$ cat config.mk
export PLATFORM = sky130hd
export DESIGN_NAME = rmii_da_filter
export DESIGN_NICKNAME = d
export VERILOG_FILES = /design/src/rtl/rmii_flt_pkg.sv /design/src/rtl/rmii_sync.sv /design/src/rtl/rmii_frame_fsm.sv /design/src/rtl/rmii_addr_match.sv /design/src/rtl/rmii_da_filter.sv
export SDC_FILE = /design/constraint.sdc
export NUM_CORES = 1
export LEC_CHECK = 0
export BUFFER_PORTS_ARGS = -buffer_cell sky130_fd_sc_hd__buf_4
export CAP_MARGIN = 20
export CORE_MARGIN = 2
export CORE_UTILIZATION = 45
export CTS_CLUSTER_DIAMETER = 80
export CTS_CLUSTER_SIZE = 40
export DETAILED_ROUTE_END_ITERATION = 8
export PLACE_DENSITY = 0.83
export SYNTH_ARGS = -nofsm -noshare
export SYNTH_HDL_FRONTEND = slang
export SYNTH_SLANG_ARGS = --single-unit
$ cat constraint.sdc
create_clock -name clk -period 3.8 [get_ports clk]
set_clock_uncertainty 0.2 [all_clocks]
set_input_delay 0 -clock clk [delete_from_list [all_inputs] [get_ports clk]]
set_output_delay 0 -clock clk [all_outputs]
set_load 0.02 [all_outputs]
$ cat src/rtl/rmii_flt_pkg.sv
package rmii_flt_pkg;
  localparam int DA_BITS = 48;
  localparam int DA_DIBITS = DA_BITS / 2;

  typedef enum logic [1:0] {
    ST_IDLE,
    ST_PRE,
    ST_ADDR,
    ST_BODY
  } rx_state_t;

  // Place dibit number k of the address into its bit slot:
  // wire byte k/4 is the more significant end, low bits of a byte first.
  function automatic logic [DA_BITS-1:0] put_dibit(input logic [DA_BITS-1:0] a,
                                                   input int unsigned k,
                                                   input logic [1:0] d);
    logic [DA_BITS-1:0] r;
    int unsigned idx;
    r = a;
    idx = (DA_BITS - 8) - 8 * (k / 4) + 2 * (k % 4);
    r[idx +: 2] = d;
    return r;
  endfunction

  // End of frame on the synchronized samples.
  function automatic logic end_seen(input logic crs, input logic crs_prev,
                                    input logic [1:0] d);
    return !crs && (!crs_prev || d == 2'b00);
  endfunction
endpackage

$ cat src/rtl/rmii_sync.sv
module rmii_sync #(
  parameter int W = 1,
  parameter int STAGES = 2
) (
  input  logic         clk,
  input  logic         rst_n,
  input  logic [W-1:0] din,
  output logic [W-1:0] dout
);
  logic [W-1:0] stg [STAGES];

  always_ff @(posedge clk or negedge rst_n) begin
    if (!rst_n) begin
      for (int i = 0; i < STAGES; i++) stg[i] <= '0;
    end else begin
      stg[0] <= din;
      for (int i = 1; i < STAGES; i++) stg[i] <= stg[i-1];
    end
  end

  assign dout = stg[STAGES-1];
endmodule

$ cat src/rtl/rmii_frame_fsm.sv
module rmii_frame_fsm
  import rmii_flt_pkg::*;
(
  input  logic               clk,
  input  logic               rst_n,
  input  logic               s_crs,
  input  logic [1:0]         s_rxd,
  output logic [DA_BITS-1:0] addr,
  output logic               addr_valid,
  output logic               end_pulse,
  output logic               short_end,
  output logic               in_frame
);
  localparam int CW = $clog2(DA_DIBITS);

  rx_state_t      state;
  logic           p_crs;
  logic [1:0]     p_rxd;
  logic [CW-1:0]  cnt;
  logic           end_now;
  logic           sfd_now;
  logic           start_now;

  assign end_now   = end_seen(s_crs, p_crs, s_rxd);
  assign sfd_now   = (p_rxd == 2'b01) && (s_rxd == 2'b11);
  assign start_now = s_crs && (p_rxd == 2'b00) && (s_rxd == 2'b01);
  assign in_frame  = (state != ST_IDLE);

  always_ff @(posedge clk or negedge rst_n) begin
    if (!rst_n) begin
      state      <= ST_IDLE;
      p_crs      <= 1'b0;
      p_rxd      <= 2'b00;
      cnt        <= '0;
      addr       <= '0;
      addr_valid <= 1'b0;
      end_pulse  <= 1'b0;
      short_end  <= 1'b0;
    end else begin
      p_crs      <= s_crs;
      p_rxd      <= s_rxd;
      addr_valid <= 1'b0;
      end_pulse  <= 1'b0;
      short_end  <= 1'b0;
      unique case (state)
        ST_IDLE: if (start_now) state <= ST_PRE;
        ST_PRE: begin
          if (end_now) begin
            state     <= ST_IDLE;
            end_pulse <= 1'b1;
            short_end <= 1'b1;
          end else if (sfd_now) begin
            state <= ST_ADDR;
            cnt   <= '0;
          end
        end
        ST_ADDR: begin
          if (end_now) begin
            state     <= ST_IDLE;
            end_pulse <= 1'b1;
            short_end <= 1'b1;
          end else begin
            addr <= put_dibit(addr, int'(cnt), s_rxd);
            cnt  <= cnt + 1'b1;
            if (cnt == CW'(DA_DIBITS - 1)) begin
              state      <= ST_BODY;
              addr_valid <= 1'b1;
            end
          end
        end
        ST_BODY: begin
          if (end_now) begin
            state     <= ST_IDLE;
            end_pulse <= 1'b1;
          end
        end
        default: state <= ST_IDLE;
      endcase
    end
  end

  // a lone low sample with live data keeps the frame open
  p_single_dip_r8: assert property (@(posedge clk) disable iff (!rst_n)
    (in_frame && !s_crs && p_crs && s_rxd != 2'b00) |=> in_frame);

  // the address is complete only after a run through the address state
  p_addr_after_gather_r3: assert property (@(posedge clk) disable iff (!rst_n)
    addr_valid |-> (state == ST_BODY || state == ST_IDLE));
endmodule

$ cat src/rtl/rmii_addr_match.sv
module rmii_addr_match
  import rmii_flt_pkg::*;
#(
  parameter int ENTRIES = 4
) (
  input  logic                       clk,
  input  logic                       rst_n,
  input  logic [DA_BITS-1:0]         addr,
  input  logic                       addr_valid,
  input  logic [ENTRIES*DA_BITS-1:0] tbl_addr,
  input  logic [ENTRIES-1:0]         tbl_en,
  output logic                       res_miss
);
  logic [ENTRIES-1:0] hit_vec;
  logic               bcast;
  logic               hit;

  for (genvar i = 0; i < ENTRIES; i++) begin : g_ent
    assign hit_vec[i] = tbl_en[i] && (addr == tbl_addr[i*DA_BITS +: DA_BITS]);
  end

  assign bcast = &addr;
  assign hit   = bcast || (|hit_vec);

  always_ff @(posedge clk or negedge rst_n) begin
    if (!rst_n) res_miss <= 1'b0;
    else        res_miss <= addr_valid && !hit;
  end

  p_bcast_accept_r6: assert property (@(posedge clk) disable iff (!rst_n)
    (addr_valid && (&addr)) |=> !res_miss);

  p_disabled_ignored_r5: assert property (@(posedge clk) disable iff (!rst_n)
    (addr_valid && tbl_en == '0 && !(&addr)) |=> res_miss);
endmodule

$ cat src/rtl/rmii_da_filter.sv
module rmii_da_filter
  import rmii_flt_pkg::*;
#(
  parameter int ENTRIES = 4,
  parameter int HOLD = 3,
  parameter int SYNC_STAGES = 2
) (
  input  logic                       clk,
  input  logic                       rst_n,
  input  logic                       crs_dv,
  input  logic [1:0]                 rxd,
  input  logic [ENTRIES*DA_BITS-1:0] tbl_addr,
  input  logic [ENTRIES-1:0]         tbl_en,
  output logic                       reject
);
  localparam int HW = $clog2(HOLD + 1);

  logic               s_crs;
  logic [1:0]         s_rxd;
  logic [DA_BITS-1:0] addr;
  logic               addr_valid;
  logic               end_pulse;
  logic               short_end;
  logic               in_frame;
  logic               res_miss;
  logic [HW-1:0]      hold_cnt;

  rmii_sync #(.W(1), .STAGES(SYNC_STAGES)) u_crs_sync (
    .clk(clk), .rst_n(rst_n), .din(crs_dv), .dout(s_crs));

  rmii_sync #(.W(2), .STAGES(SYNC_STAGES)) u_rxd_dly (
    .clk(clk), .rst_n(rst_n), .din(rxd), .dout(s_rxd));

  rmii_frame_fsm u_fsm (
    .clk(clk), .rst_n(rst_n), .s_crs(s_crs), .s_rxd(s_rxd),
    .addr(addr), .addr_valid(addr_valid), .end_pulse(end_pulse),
    .short_end(short_end), .in_frame(in_frame));

  rmii_addr_match #(.ENTRIES(ENTRIES)) u_match (
    .clk(clk), .rst_n(rst_n), .addr(addr), .addr_valid(addr_valid),
    .tbl_addr(tbl_addr), .tbl_en(tbl_en), .res_miss(res_miss));

  always_ff @(posedge clk or negedge rst_n) begin
    if (!rst_n) begin
      reject   <= 1'b0;
      hold_cnt <= '0;
    end else if (hold_cnt != '0) begin
      hold_cnt <= hold_cnt - HW'(1);
      if (hold_cnt == HW'(1)) reject <= 1'b0;
    end else if (end_pulse && (reject || res_miss || short_end)) begin
      reject   <= 1'b1;
      hold_cnt <= HW'(HOLD);
    end else if (res_miss) begin
      reject <= 1'b1;
    end
  end

  p_miss_raises_r7: assert property (@(posedge clk) disable iff (!rst_n)
    res_miss |=> reject);

  p_rise_has_cause_r7: assert property (@(posedge clk) disable iff (!rst_n)
    $rose(reject) |-> ($past(res_miss) || $past(end_pulse && short_end)));

  p_short_raises_r10: assert property (@(posedge clk) disable iff (!rst_n)
    (end_pulse && short_end) |=> reject);

  p_hold_after_end_r9: assert property (@(posedge clk) disable iff (!rst_n)
    (end_pulse && reject) |=> reject);

  p_fall_outside_frame_r9: assert property (@(posedge clk) disable iff (!rst_n)
    $fell(reject) |-> !in_frame);

  p_same_cycle_r11: assert property (@(posedge clk) disable iff (!rst_n)
    (end_pulse && res_miss) |=> reject);
endmodule

Word-level counts from Yosys, hierarchy flattened
Index checks and enable logic that the tools add are counted.
{"block": "op_classes", "add_sub_neg": 5, "eq_ne": 20, "n_shift": 2, "mux": 24, "bitwise": 1, "n_reduce_logical": 32}
{"cell": "$eq A48 B48 Y1", "n": 4}
{"cell": "$bwmux W48", "n": 1}
{"cell": "$reduce_and A48 Y1", "n": 1}
{"cell": "$shift A2 B34 Y48 const A", "n": 1}
{"cell": "$shiftx A2 B34 Y48", "n": 1}
{"cell": "$neg A32 Y34", "n": 1}
{"cell": "$add A32 B3 Y32", "n": 1}
{"cell": "$mux W2", "n": 8}
{"cell": "$mux W5", "n": 3}
{"cell": "$logic_and A1 B1 Y1", "n": 10}
{"cell": "$mux W1", "n": 10}
{"cell": "$pmux W5 S2", "n": 1}
{"cell": "$eq A2 B1 Y1 const B", "n": 4}
{"cell": "$ne A2 B1 Y1 const B", "n": 4}
{"cell": "$pmux W2 S4", "n": 1}
{"cell": "$reduce_and A4 Y1", "n": 2}
{"cell": "$sub A6 B6 Y7 const A", "n": 1}
{"cell": "$eq A2 B2 Y1 const B", "n": 3}
{"cell": "$logic_not A2 Y1", "n": 3}
{"cell": "$ne A3 B1 Y1 const B", "n": 2}
{"cell": "$reduce_bool A2 Y1", "n": 3}
{"cell": "$add A5 B1 Y5 const B", "n": 1}
{"cell": "$eq A5 B5 Y1 const B", "n": 1}
{"cell": "$logic_or A1 B1 Y1", "n": 4}
{"cell": "9 further kinds", "n": 13}
{"block": "totals", "reg_bits": 71, "inputBits": 201, "output_inout_bits": 1, "wordCells": 99}

Longest topological paths before layout
Gate-level depths: netlist of run 1.
{"block": "logic_depth", "word_depth": 6, "ltp_mapped": 13, "ltp_nobuf": 12}

Modules after synthesis
A second synthesis of run 1 with hierarchy kept.
{"block": "hier_totals", "cells_unflattened": 619, "hier_area_um2": 6037.0}
{"mod": "rmii_frame_fsm", "n_inst": 1, "cells_each": 267, "area_each_um2": 3248.1, "seq_area_each_um2": 1526.5}
{"mod": "rmii_addr_match", "n_inst": 1, "cells_each": 329, "area_each_um2": 2458.6, "seq_area_each_um2": 25.0}
{"mod": "rmii_da_filter", "n_inst": 1, "cells_each": 15, "area_each_um2": 165.2, "seq_area_each_um2": 75.1}
{"mod": "rmii_sync at u_rxd_dly", "n_inst": 1, "cells_each": 6, "area_each_um2": 115.1, "seq_area_each_um2": 100.1}
{"mod": "rmii_sync at u_crs_sync", "n_inst": 1, "cells_each": 2, "area_each_um2": 50.0, "seq_area_each_um2": 50.0}

Least setup slack after synthesis of run 1
No wires, ideal clock.
{"block": "synth_timing", "path_type": "register to register", "startpoint": "register u_fsm.cnt[0]", "endpoint": "register u_fsm.addr[40]", "setup_ps": 128, "arrival_time_ps": 3096, "required_ps": 3472, "slack_ps": 377, "stages_incl_launch_ff": 14, "n_path_buf": 2, "synth_period_minus_slack_ps": 3423, "path_cell_list": "dfrtp_1 buf_2 inv_1 ha_1 nand2_1 nor2_1 ha_1 buf_6 nor4b_2 nand4b_1 a2111o_1 or2_4 nor4_4 mux2_1"}
{"block": "synth_between", "elab_chain_len": 4, "elab_cells_between_ends": 5, "cone_classes": "add/sub (2); shift (2); mux (1)"}
{"element": "from (decl)", "line_no": "rmii_frame_fsm.sv:19", "text": "logic [CW-1:0] cnt;"}
{"element": "from (signal assigned)", "line_no": "rmii_frame_fsm.sv:64", "text": "cnt <= cnt + 1'b1;"}
{"element": "$add A32 B3 Y32 (*)", "line_no": "rmii_flt_pkg.sv:20", "text": "idx = (DA_BITS - 8) - 8 * (k / 4) + 2 * (k % 4);"}
{"element": "$neg A32 Y34 (*)", "line_no": "rmii_flt_pkg.sv:21", "text": "r[idx +: 2] = d;"}
{"element": "$shiftx A2 B34 Y48 or $shift A2 B34 Y48 (tied branches)", "line_no": "rmii_flt_pkg.sv:21"}
{"element": "$bwmux W48 (*)", "line_no": "rmii_flt_pkg.sv:21"}
{"element": "to (signal assigned)", "line_no": "rmii_frame_fsm.sv:63", "text": "addr <= put_dibit(addr, int'(cnt), s_rxd);"}
{"element": "to (decl)", "line_no": "rmii_frame_fsm.sv:8", "text": "output logic [DA_BITS-1:0] addr,"}
Every way passes the cells marked *; elsewhere a longest branch is shown, timed or not.
A chain may end at the register's enable or synchronous reset.

Worst setup path in the final report of run 1
{"block": "layout_timing", "startpoint": "register u_fsm.cnt[0]", "endpoint": "register u_fsm.addr[35]"}
The elaborated chain is that of the path after synthesis.

==> results.sh, run 1 <==
export IMPL_drtAntennaViolNets=0
export IMPL_viasPerCell=5.740
export IMPL_cts_sinks=71
export IMPL_tritoncts="built"
export IMPL_max_cap_viol_count=0
export IMPL_rows=41
export IMPL_avgSynthCellArea_um2=9.202
export IMPL_place_inst=948
export IMPL_place_gp_congestion=1.019
export IMPL_grt_overflow_total=0
export IMPL_drt_iter0_markers=625
export IMPL_finalHoldViolations=0
export IMPL_hold_slack_ns=0.1079
export IMPL_tightest_slew_ns=0.8952
export IMPL_worstPathRequired_ns=3.82
export IMPL_run_status="finished clean"
export IMPL_ys_seq_area_frac=0.3084
export IMPL_grt_max_degree=72
export IMPL_wl_per_cell_um=21.41
export IMPL_final_util=0.6097
export IMPL_ys_types=51
export IMPL_setup_viol=0
export IMPL_clock_latency_ns=0.33
export IMPL_core_area_mm2=0.01257
export IMPL_route_vias_total=5562
export IMPL_start_kind="register"
export IMPL_finalNonFillerCells=969
export IMPL_fin_nets=1010
export IMPL_critPathKind="reg2reg"
export IMPL_slew_headroom=0.4032
export IMPL_synth_flop_cell="dfrtp_1"
export IMPL_regArea_mm2=0.001777
export IMPL_post_dp_hpwl_um=16140
export IMPL_synth_commonest_cells="xor2_1 (108), dfrtp_1 (71), xnor2_1 (71)"
export IMPL_grt_pass1_vias=5247
export IMPL_max_freq_mhz=275.7
export IMPL_cts_resized_gates=0
export IMPL_dr_pass1_iters=8
export IMPL_drive_gt1_frac=0.3342
export IMPL_start_util=0.4583
export IMPL_synth_edf_count=0
export IMPL_crit_path_end_kind="register"
export IMPL_min_period_over_period=0.9544
export IMPL_io_pins=202
export IMPL_htreeDepth=3
export IMPL_setup_tns_ns=0
export IMPL_die_w_um=117.1
export IMPL_antenna_found_initial=1
export IMPL_syn_inst=626
export IMPL_cts_buffer_depth=2
export IMPL_synthArstFlopShare=1.000
export IMPL_critPathMaxFanout=6
export IMPL_synth_area_mm2=0.005761
export IMPL_wirelength_um=20750
export IMPL_finalPower_w=0.002521
export IMPL_die_area_mm2=0.01372
export IMPL_p_per_area_mw_per_mm2=329.0
export IMPL_ys_seq_elements=71
export IMPL_die_h_um=117.1
export IMPL_grt_pass1_wl_um=29190
export IMPL_synth_area_leaders="dfrtp_1 (31%), xor2_1 (16%), xnor2_1 (11%)"
export IMPL_worstHoldPathType="in2async"
export IMPL_yosysTopAreaCell="dfrtp_1"
export IMPL_syn_to_final_growth_pct=33.01
export IMPL_rsz0062_at_grt="false"
export IMPL_post_cts_buffers=0
export IMPL_leakage_nw=3.619
export IMPL_drv_slew=0
export IMPL_cp_data_arrival_time_ns=3.65
export IMPL_syn_nets=845
export IMPL_yosys_warnings=0
export IMPL_ir_drop_mv=0.2473
export IMPL_cts_made_buffers=9
export IMPL_yosysTopAreaCellShare=0.3084
export IMPL_io_buffer_count=201
export IMPL_clk_pin_slew_worst_paths_ns=0.05
export IMPL_multi_input_area_mm2=0.003662
export IMPL_yosysMostFrequentCell="xor2_1"
export IMPL_cts_root_buffer="clkbuf_16"
export IMPL_track_usage=0.2907
export IMPL_min_period_ns=3.627
export IMPL_drc=0
export IMPL_fillers=1030
routing by layer:
metal  up-vias  share of wire  wire [um]  track usage
met5         -              0          0            0
met4         0          0.058       1202       0.1694
met3        99           0.11       2191      0.06643
met2       370           0.47       9821       0.4640
met1      2618           0.36       7534       0.3616
li1       2475              -          -            -
flip-flops by register name, indices dropped and copies added, names as in the netlist:
signal	flops
u_fsm.addr	48
u_fsm.cnt	5
hold_cnt	2
u_fsm.p_rxd	2
u_fsm.state	2
u_rxd_dly.dout	2
u_rxd_dly.stg	2
reject	1
u_crs_sync.dout	1
u_crs_sync.stg	1
u_fsm.addr_valid	1
u_fsm.end_pulse	1
u_fsm.p_crs	1
u_fsm.short_end	1
u_match.res_miss	1
critical path, cell delays in order, from the launching register on:
cell and delay (ns):
dfrtp_1 0.43, inv_1 0.17, ha_1 0.24, nand2_1 0.10
nor2_1 0.15, nand2_1 0.08, ha_1 0.29, nor4b_1 0.30
nand4b_1 0.22, a2111o_1 0.45, or2_4 0.30, nor2_1 0.21
mux2_2 0.37
worst paths after layout:
kind,startpoint,end,slack (ns),cells past startpoint
worst min-delay path,rst_n,u_crs_sync.stg[1]$_DFF_PN0_,0.11,2
worst min register to register,u_rxd_dly.stg[3]$_DFF_PN0_,u_rxd_dly.dout[1]$_DFF_PN0_,0.15,0
worst max register to register,u_fsm.cnt[0]$_DFFE_PN0P_,u_fsm.addr[35]$_DFFE_PN0P_,0.17,12
max in group asynchronous,rst_n,u_fsm.cnt[0]$_DFFE_PN0P_,2.67,2
worst max-delay path,u_fsm.cnt[0]$_DFFE_PN0P_,u_fsm.addr[35]$_DFFE_PN0P_,0.17,12
min in group clk,rxd[1],u_rxd_dly.stg[3]$_DFF_PN0_,0.12,2
power breakdown:
group          total, W  internal, W  switching, W
Sequential     0.000929     0.000818      0.000111
Combinational  0.000682     0.000351      0.000331
Clock          0.000909     0.000609      0.000300
logic make-up (layout without fill, tap and decap cells):
| family | count (synthesis) | in the layout | synth area share |
|---|---|---|---|
| buffers and inverters | 82 | 252 | 0.05582 |
| adders and majority gates | 18 | 18 | 0.04040 |
| other | 0 | 1 | 0 |
| and+or+nand+nor | 182 | 182 | 0.1766 |
| AOI/OAI and AO/OA | 48 | 48 | 0.05691 |
| muxes | 46 | 46 | 0.08970 |
| DFF | 71 | 71 | 0.3084 |
| xor gates and xnor gates | 179 | 179 | 0.2722 |
layout by cell type, fill, tap and decap left out, types with 3 or more instances in the layout:
| cell type | netlist | layout |
|---|---|---|
| nand4_1 | 34 | 34 |
| nor2_1 | 26 | 26 |
| xor2_1 | 108 | 108 |
| nor4_1 | 36 | 36 |
| o22ai_1 | 4 | 4 |
| a22o_1 | 5 | 5 |
| buf_4 | 0 | 205 |
| xnor2_1 | 71 | 71 |
| a21oi_1 | 5 | 5 |
| nand2b_1 | 5 | 5 |
| nor3_1 | 7 | 7 |
| nor2b_1 | 3 | 3 |
| clkbuf_16 | 0 | 9 |
| o21ai_0 | 16 | 16 |
| inv_1 | 27 | 27 |
| dfrtp_1 | 71 | 71 |
| nand2_1 | 38 | 38 |
| dlygate4sd3_1 | 0 | 4 |
| ha_1 | 17 | 17 |
| nand3_1 | 12 | 12 |
| nand4b_1 | 3 | 3 |
| a2111oi_0 | 3 | 3 |
| mux2_2 | 43 | 43 |
through the flow:
step / worst slack, ns / area [um^2]
after global routing: 0.02491 / 7662
after floorplan: 0.3768 / 5761
after global placement: 0.4305 / 7295
after detailed placement: 0.3075 / 7295
final: 0.1732 / 7662
after CTS: 0.1936 / 7660
layout make-up:
class / count / share of cell area
multi-input combinational: 473 / 0.4780
inverter: 27 / 0.01323
timing repair buffer: 209 / 0.2061
sequential: 71 / 0.2319
clock buffer: 13 / 0.03396
antenna: 1 / 0.0003266
clock inverter: 3 / 0.008491
tap: 172 / 0.02809
what timing repair did:
action | in CTS | in global routing
endpoints found under the setup margin | 0 | 0
hold buffers | 4 | 0
endpoints found under the hold margin | 74 | 0
(Power assumes the default switching activity.)
==> run 2: changes to the inputs <==
MAX_ROUTING_LAYER = met4   (was not set)
==> run 2 against run 1 <==
Effect of this change: clock power is 11% lower; register-to-register slack better by 0.11 ns; final cell count is 0.21% lower; critical endpoint is now u_fsm.addr[43]$_DFFE_PN0P_; largest cell class unchanged; largest power group unchanged; highest routed layer unchanged.
==> results.sh, run 2 (synthesized netlist as in run 1, its figures left out) <==
export IMPL_run_status="finished clean"
export IMPL_htreeDepth=3
export IMPL_core_area_mm2=0.01257
export IMPL_viasPerCell=5.633
export IMPL_drv_slew=0
export IMPL_setup_ws_ns=0.2812
export IMPL_syn_to_final_growth_pct=32.34
export IMPL_drc=0
export IMPL_post_dp_hpwl_um=16420
export IMPL_cts_root_buffer="clkbuf_16"
export IMPL_worstPathCellList="inv_1 -> ha_1 -> nor2_1 -> nand2_1 -> ha_1 -> nor4b_1 -> nand4b_1 -> a2111o_1 -> or2_1 -> nor2_1 -> mux2_2"
export IMPL_rsz0062_at_grt="false"
export IMPL_die_h_um=117.1
export IMPL_critPathMaxFanout=7
export IMPL_cts_sinks=71
export IMPL_fin_nets=1010
export IMPL_layout_commonest_cell="buf_4"
export IMPL_fillers=1051
export IMPL_finalNonFillerCells=967
export IMPL_crit_path_end_kind="register"
export IMPL_max_freq_mhz=284.2
export IMPL_cp_slowest_cell="a2111o_1"
export IMPL_cts_resized_gates=0
export IMPL_wirelength_um=20470
export IMPL_setup_tns_ns=0
export IMPL_regArea_mm2=0.001777
export IMPL_io_buffer_count=201
export IMPL_grt_pass1_vias=5240
export IMPL_wl_per_cell_um=21.17
export IMPL_top_register="u_fsm.addr"
export IMPL_setup_viol=0
export IMPL_cp_data_arrival_time_ns=3.53
export IMPL_track_usage=0.2996
export IMPL_min_period_ns=3.519
export IMPL_post_dp_cell_area_mm2=0.007295
export IMPL_rows=41
export IMPL_largest_reg_flops=48
export IMPL_max_cap_viol_count=0
export IMPL_finalHoldViolations=0
export IMPL_cts_made_buffers=9
export IMPL_cts_buffer_depth=2
export IMPL_largestRegisters="u_fsm.addr: 48 flops, u_fsm.cnt: 5 flops"
export IMPL_final_area_mm2=0.007624
export IMPL_grt_max_degree=72
export IMPL_grt_pass1_wl_um=29310
export IMPL_worstHoldPathType="in2reg"
export IMPL_slew_headroom=0.3934
export IMPL_min_period_over_period=0.9260
export IMPL_place_inst=948
export IMPL_tightest_slew_ns=0.9079
export IMPL_route_vias_total=5447
export IMPL_die_area_mm2=0.01372
export IMPL_io_pins=202
export IMPL_tritoncts="built"
export IMPL_leakage_nw=3.600
export IMPL_die_w_um=117.1
export IMPL_place_gp_congestion=1.040
export IMPL_start_util=0.4583
export IMPL_clk_pin_slew_worst_paths_ns=0.05
export IMPL_drt_iter0_markers=597
export IMPL_multi_input_area_mm2=0.003662
export IMPL_dp_slack_ns=0.3594
export IMPL_p_per_area_mw_per_mm2=317.0
export IMPL_slowest_delay_ns=0.47
export IMPL_drive_gt1_frac=0.3350
export IMPL_start_kind="register"
export IMPL_ir_drop_mv=0.2207
export IMPL_worstPathRequired_ns=3.81
export IMPL_hold_slack_ns=0.1209
export IMPL_antenna_found_initial=1
export IMPL_clock_latency_ns=0.33
export IMPL_layout_common_cells="buf_4 (205), xor2_1 (108), xnor2_1 (71), dfrtp_1 (71), mux2_2 (43)"
export IMPL_dr_pass1_iters=7
export IMPL_grt_overflow_total=0
export IMPL_critPathKind="reg2reg"
export IMPL_drtAntennaViolNets=0
[run 2: cell count changes in the layout (fill, tap and decap cells not counted), sizes merged]
cell / previous run / this run
bufinv: 2 / 1
clkinv: 1 / 2
clkbuf: 13 / 10
clkinvlp: 0 / 1
[run 2: layer usage]
metal  vias to the layer above  share of wire  global-route usage
li1                       2477              -                   -
met1                      2547           0.38              0.3522
met2                       335           0.47              0.4556
met3                        88           0.10             0.08754
met4                         0          0.054              0.1773
met5                         -              0                   -
[run 2: cell type report]
type	count	area share
multi-input combinational	473	0.4804
clock buffer	10	0.03135
clock inverter	4	0.006237
tap	172	0.02823
sequential	71	0.2331
antenna	1	0.0003282
timing repair buffer	209	0.2071
inverter	27	0.01329
[run 2: final timing paths]
path / from / endpoint / slack (ns) / depth (start not counted)
setup / recovery: u_fsm.cnt[3]$_DFFE_PN0P_ / u_fsm.addr[43]$_DFFE_PN0P_ / 0.28 / 11
hold / removal: crs_dv / u_crs_sync.stg[1]$_DFF_PN0_ / 0.12 / 2
setup reg to reg: u_fsm.cnt[3]$_DFFE_PN0P_ / u_fsm.addr[43]$_DFFE_PN0P_ / 0.28 / 11
hold reg to reg: u_rxd_dly.stg[2]$_DFF_PN0_ / u_rxd_dly.dout[0]$_DFF_PN0_ / 0.15 / 0
max in group asynchronous: rst_n / u_fsm.cnt[2]$_DFFE_PN0P_ / 2.70 / 2
min in group asynchronous: rst_n / u_crs_sync.stg[1]$_DFF_PN0_ / 0.13 / 2
[run 2: what timing repair did]
item | 4_1_cts | 5_1_grt
hold endpoints to repair | 74 | 0
setup buffers | 0 | 0
hold buffers | 4 | 0
[run 2: worst max-delay path: cells and delay by family (launching register included)]
family | cells | cell delay (ns)
AND/OR/NAND/NOR | 6 | 1.17
adder cells (fa/ha/maj) | 2 | 0.60
AO/OA/AOI/OAI | 1 | 0.47
flip-flops | 1 | 0.45
multiplexers | 1 | 0.37
buffers and inverters | 1 | 0.13
[run 2: through the flow]
stage	util	total power (W)
after CTS	0.6064	0.002421
after floorplan	-	0.001287
after detailed placement	0.5804	0.001606
after global placement	0.5804	0.001587
final	0.6066	0.002417
after global routing	0.6066	0.002534
[run 2: report_power, final]
part / switching, W / leakage (nW) / internal [W]
combinational: 0.000329 / 2.51 / 0.000351
sequential: 0.000107 / 0.954 / 0.000819
clock: 0.000296 / 0.140 / 0.000515
==> run 3: changes to the inputs <==
CELL_PAD_IN_SITES_DETAIL_PLACEMENT = 1   (was not set)
CELL_PAD_IN_SITES_GLOBAL_PLACEMENT = 1   (was not set)
CORE_UTILIZATION = 38   (was 45)
PLACE_DENSITY = 0.92   (was 0.83)
==> run 3 against run 2 <==
Effect of this change: flip-flop and latch count did not move; power rose by 0.81%; combinational power grew 8.8%; non-clock buffer count grew 1; hold slack got worse by 0.013 ns; largest cell class unchanged; critical path depth up 1.
==> results.sh, run 3 (synthesized netlist as in run 1, its figures left out) <==
export IMPL_start_kind="register"
export IMPL_cts_buffer_depth=2
export IMPL_track_usage=0.3190
export IMPL_diodes=0
export IMPL_p_comb_frac=0.304
export IMPL_layout_commonest_cell="buf_4"
export IMPL_tritoncts="built"
export IMPL_r2r_setup_slack_ns=0.16
export IMPL_min_period_ns=3.642
export IMPL_final_util=0.5079
export IMPL_layout_common_cells="buf_4 (206), xor2_1 (108), xnor2_1 (71)"
export IMPL_drive_gt1_frac=0.3392
export IMPL_die_h_um=127.1
export IMPL_switching_share=0.3389
export IMPL_worstPathCellList="buf_4 -> nor3b_4 -> nand2_1 -> inv_1 -> nand2_1 -> ha_1 -> nor4b_2 -> nand4b_1 -> a2111o_1 -> or2_1 -> nor2_1 -> mux2_2"
export IMPL_ir_drop_mv=0.2230
export IMPL_r2r_start="u_fsm.cnt[0]$_DFFE_PN0P_"
export IMPL_antenna_found_initial=0
export IMPL_die_w_um=127.1
export IMPL_worstHoldPathType="in2reg"
export IMPL_max_freq_mhz=274.6
export IMPL_finalHoldViolations=0
export IMPL_viasPerCell=5.907
export IMPL_clock_latency_ns=0.34
export IMPL_worstPathRequired_ns=3.81
export IMPL_tightest_slew_ns=1.079
export IMPL_grt_max_degree=72
export IMPL_setup_tns_ns=0
export IMPL_io_pins=202
export IMPL_fin_nets=1011
export IMPL_run_status="finished clean"
export IMPL_seqPwrFrac=0.384
export IMPL_crit_top_cell="nand2_1"
export IMPL_post_dp_hpwl_um=19220
export IMPL_syn_to_final_growth_pct=32.56
export IMPL_die_area_mm2=0.01616
export IMPL_io_buffer_count=201
export IMPL_p_per_area_mw_per_mm2=319.0
export IMPL_cp_slowest_cell="a2111o_1"
export IMPL_fillers=1718
export IMPL_wl_per_cell_um=25.91
export IMPL_top_register="u_fsm.addr"
export IMPL_hold_path_startpoint="crs_dv"
export IMPL_max_cap_viol_count=0
export IMPL_dr_pass1_iters=5
export IMPL_drc=0
export IMPL_cts_root_buffer="clkbuf_16"
export IMPL_slew_headroom=0.2754
export IMPL_route_vias_total=5812
export IMPL_critPathMaxFanout=9
export IMPL_crit_path_end_kind="register"
export IMPL_critPathKind="reg2reg"
export IMPL_whs_endpoint="u_crs_sync.stg[1]$_DFF_PN0_"
export IMPL_reg2reg_to="u_fsm.addr[43]$_DFFE_PN0P_"
export IMPL_leakage_nw=3.587
export IMPL_largest_reg_flops=48
export IMPL_power_share_clock=0.312
export IMPL_largestRegisters="u_fsm.addr: 48 flops, u_fsm.cnt: 5 flops"
export IMPL_grt_overflow_total=0
export IMPL_drt_iter0_markers=401
export IMPL_power_switching_w=0.0008257
export IMPL_htreeDepth=3
export IMPL_worstHoldPathCells=2
export IMPL_core_area_mm2=0.01503
export IMPL_min_period_over_period=0.9585
export IMPL_setup_viol=0
export IMPL_grt_pass1_vias=6439
export IMPL_place_gp_congestion=0.9597
export IMPL_start_util=0.3832
export IMPL_slowest_delay_ns=0.52
export IMPL_wirelength_um=25500
export IMPL_cts_made_buffers=9
export IMPL_p_int_w=0.001611
export IMPL_drtAntennaViolNets=0
export IMPL_drv_slew=0
export IMPL_grt_pass1_wl_um=37690
export IMPL_ff2ff_path_depth=12
export IMPL_rows=45
export IMPL_cp_data_arrival_time_ns=3.66
export IMPL_clk_pin_slew_worst_paths_ns=0.06
export IMPL_rsz0062_at_grt="false"
export IMPL_cts_sinks=71
-- run 3: cell types whose count changed in the layout (fill, tap and decap cells not counted), sizes merged --
cell	previous run	this run
diode	1	0
clkinv	2	4
bufinv	1	0
buf	205	206
clkinvlp	1	0
clkbuf	10	11
-- run 3: per-layer routing --
metal,vias to the layer above,global-route usage,wire length [um]
li1,2482,-,-
met1,2820,0.3452,9386
met2,386,0.5288,12300
met3,124,0.08250,2290
met4,0,0.1913,1523
met5,-,-,0
-- run 3: worst max path at each step --
| stage | start | end |
|---|---|---|
| floorplan | u_fsm.cnt[0]$_DFFE_PN0P_ | u_fsm.addr[40]$_DFFE_PN0P_ |
| detailed placement | u_fsm.cnt[3]$_DFFE_PN0P_ | u_fsm.addr[42]$_DFFE_PN0P_ |
| global route | u_fsm.cnt[0]$_DFFE_PN0P_ | u_fsm.addr[16]$_DFFE_PN0P_ |
| finish | u_fsm.cnt[0]$_DFFE_PN0P_ | u_fsm.addr[43]$_DFFE_PN0P_ |
| CTS | u_fsm.cnt[2]$_DFFE_PN0P_ | u_fsm.addr[41]$_DFFE_PN0P_ |
| global placement | u_fsm.cnt[3]$_DFFE_PN0P_ | u_fsm.addr[40]$_DFFE_PN0P_ |
-- run 3: power by group through the flow --
stage	Combinational (W)	Sequential, W	Clock (W)
detailed placement	0.000707	0.000941	0
floorplan	0.000425	0.000862	0
CTS	0.000733	0.000930	0.000757
global placement	0.000668	0.000933	0
finish	0.000740	0.000936	0.000760
global route	0.000805	0.000939	0.000792
-- run 3: critical path, delay by kind of cell (launching register included) --
kind / cells / cell delay, ns
simple gates: 7 / 1.44
compound gates: 1 / 0.52
flops: 1 / 0.38
mux: 1 / 0.37
fa+ha+maj: 1 / 0.32
buf+inv: 2 / 0.30
-- run 3: stage by stage --
stage / power [W] / instances / hold WS, ns / cell area [um^2] / worst slack (ns)
floorplan: 0.001287 / 626 / -0.4956 / 5761 / 0.3768
global placement: 0.001601 / 965 / -0.08979 / 7322 / 0.4561
detailed placement: 0.001649 / 965 / -0.08970 / 7322 / 0.2398
CTS: 0.002420 / 984 / 0.1061 / 7619 / 0.1159
global route: 0.002536 / 984 / 0.1244 / 7636 / 0.02512
finish: 0.002436 / 984 / 0.1079 / 7636 / 0.1578
-- run 3: area by class of cell --
| class | instances | area (um^2) | share of cell area |
|---|---|---|---|
| Timing Repair Buffer | 210 | 1587 | 0.2078 |
| Clock buffer | 11 | 232.7 | 0.03048 |
| Clock inverter | 4 | 23.77 | 0.003113 |
| Inverter | 27 | 101.3 | 0.01327 |
| Sequential cell | 71 | 1779 | 0.2330 |
| Tap cell | 188 | 235.2 | 0.03080 |
| Multi-Input combinational cell | 473 | 3677 | 0.4816 |
-- run 3: timing repair --
item / in CTS / in global routing
gates resized for setup: 0 / 5
hold buffers: 4 / 0
setup endpoints to repair: 0 / 37
buffers inserted: 0 / 0
endpoints found under the hold margin: 74 / 0
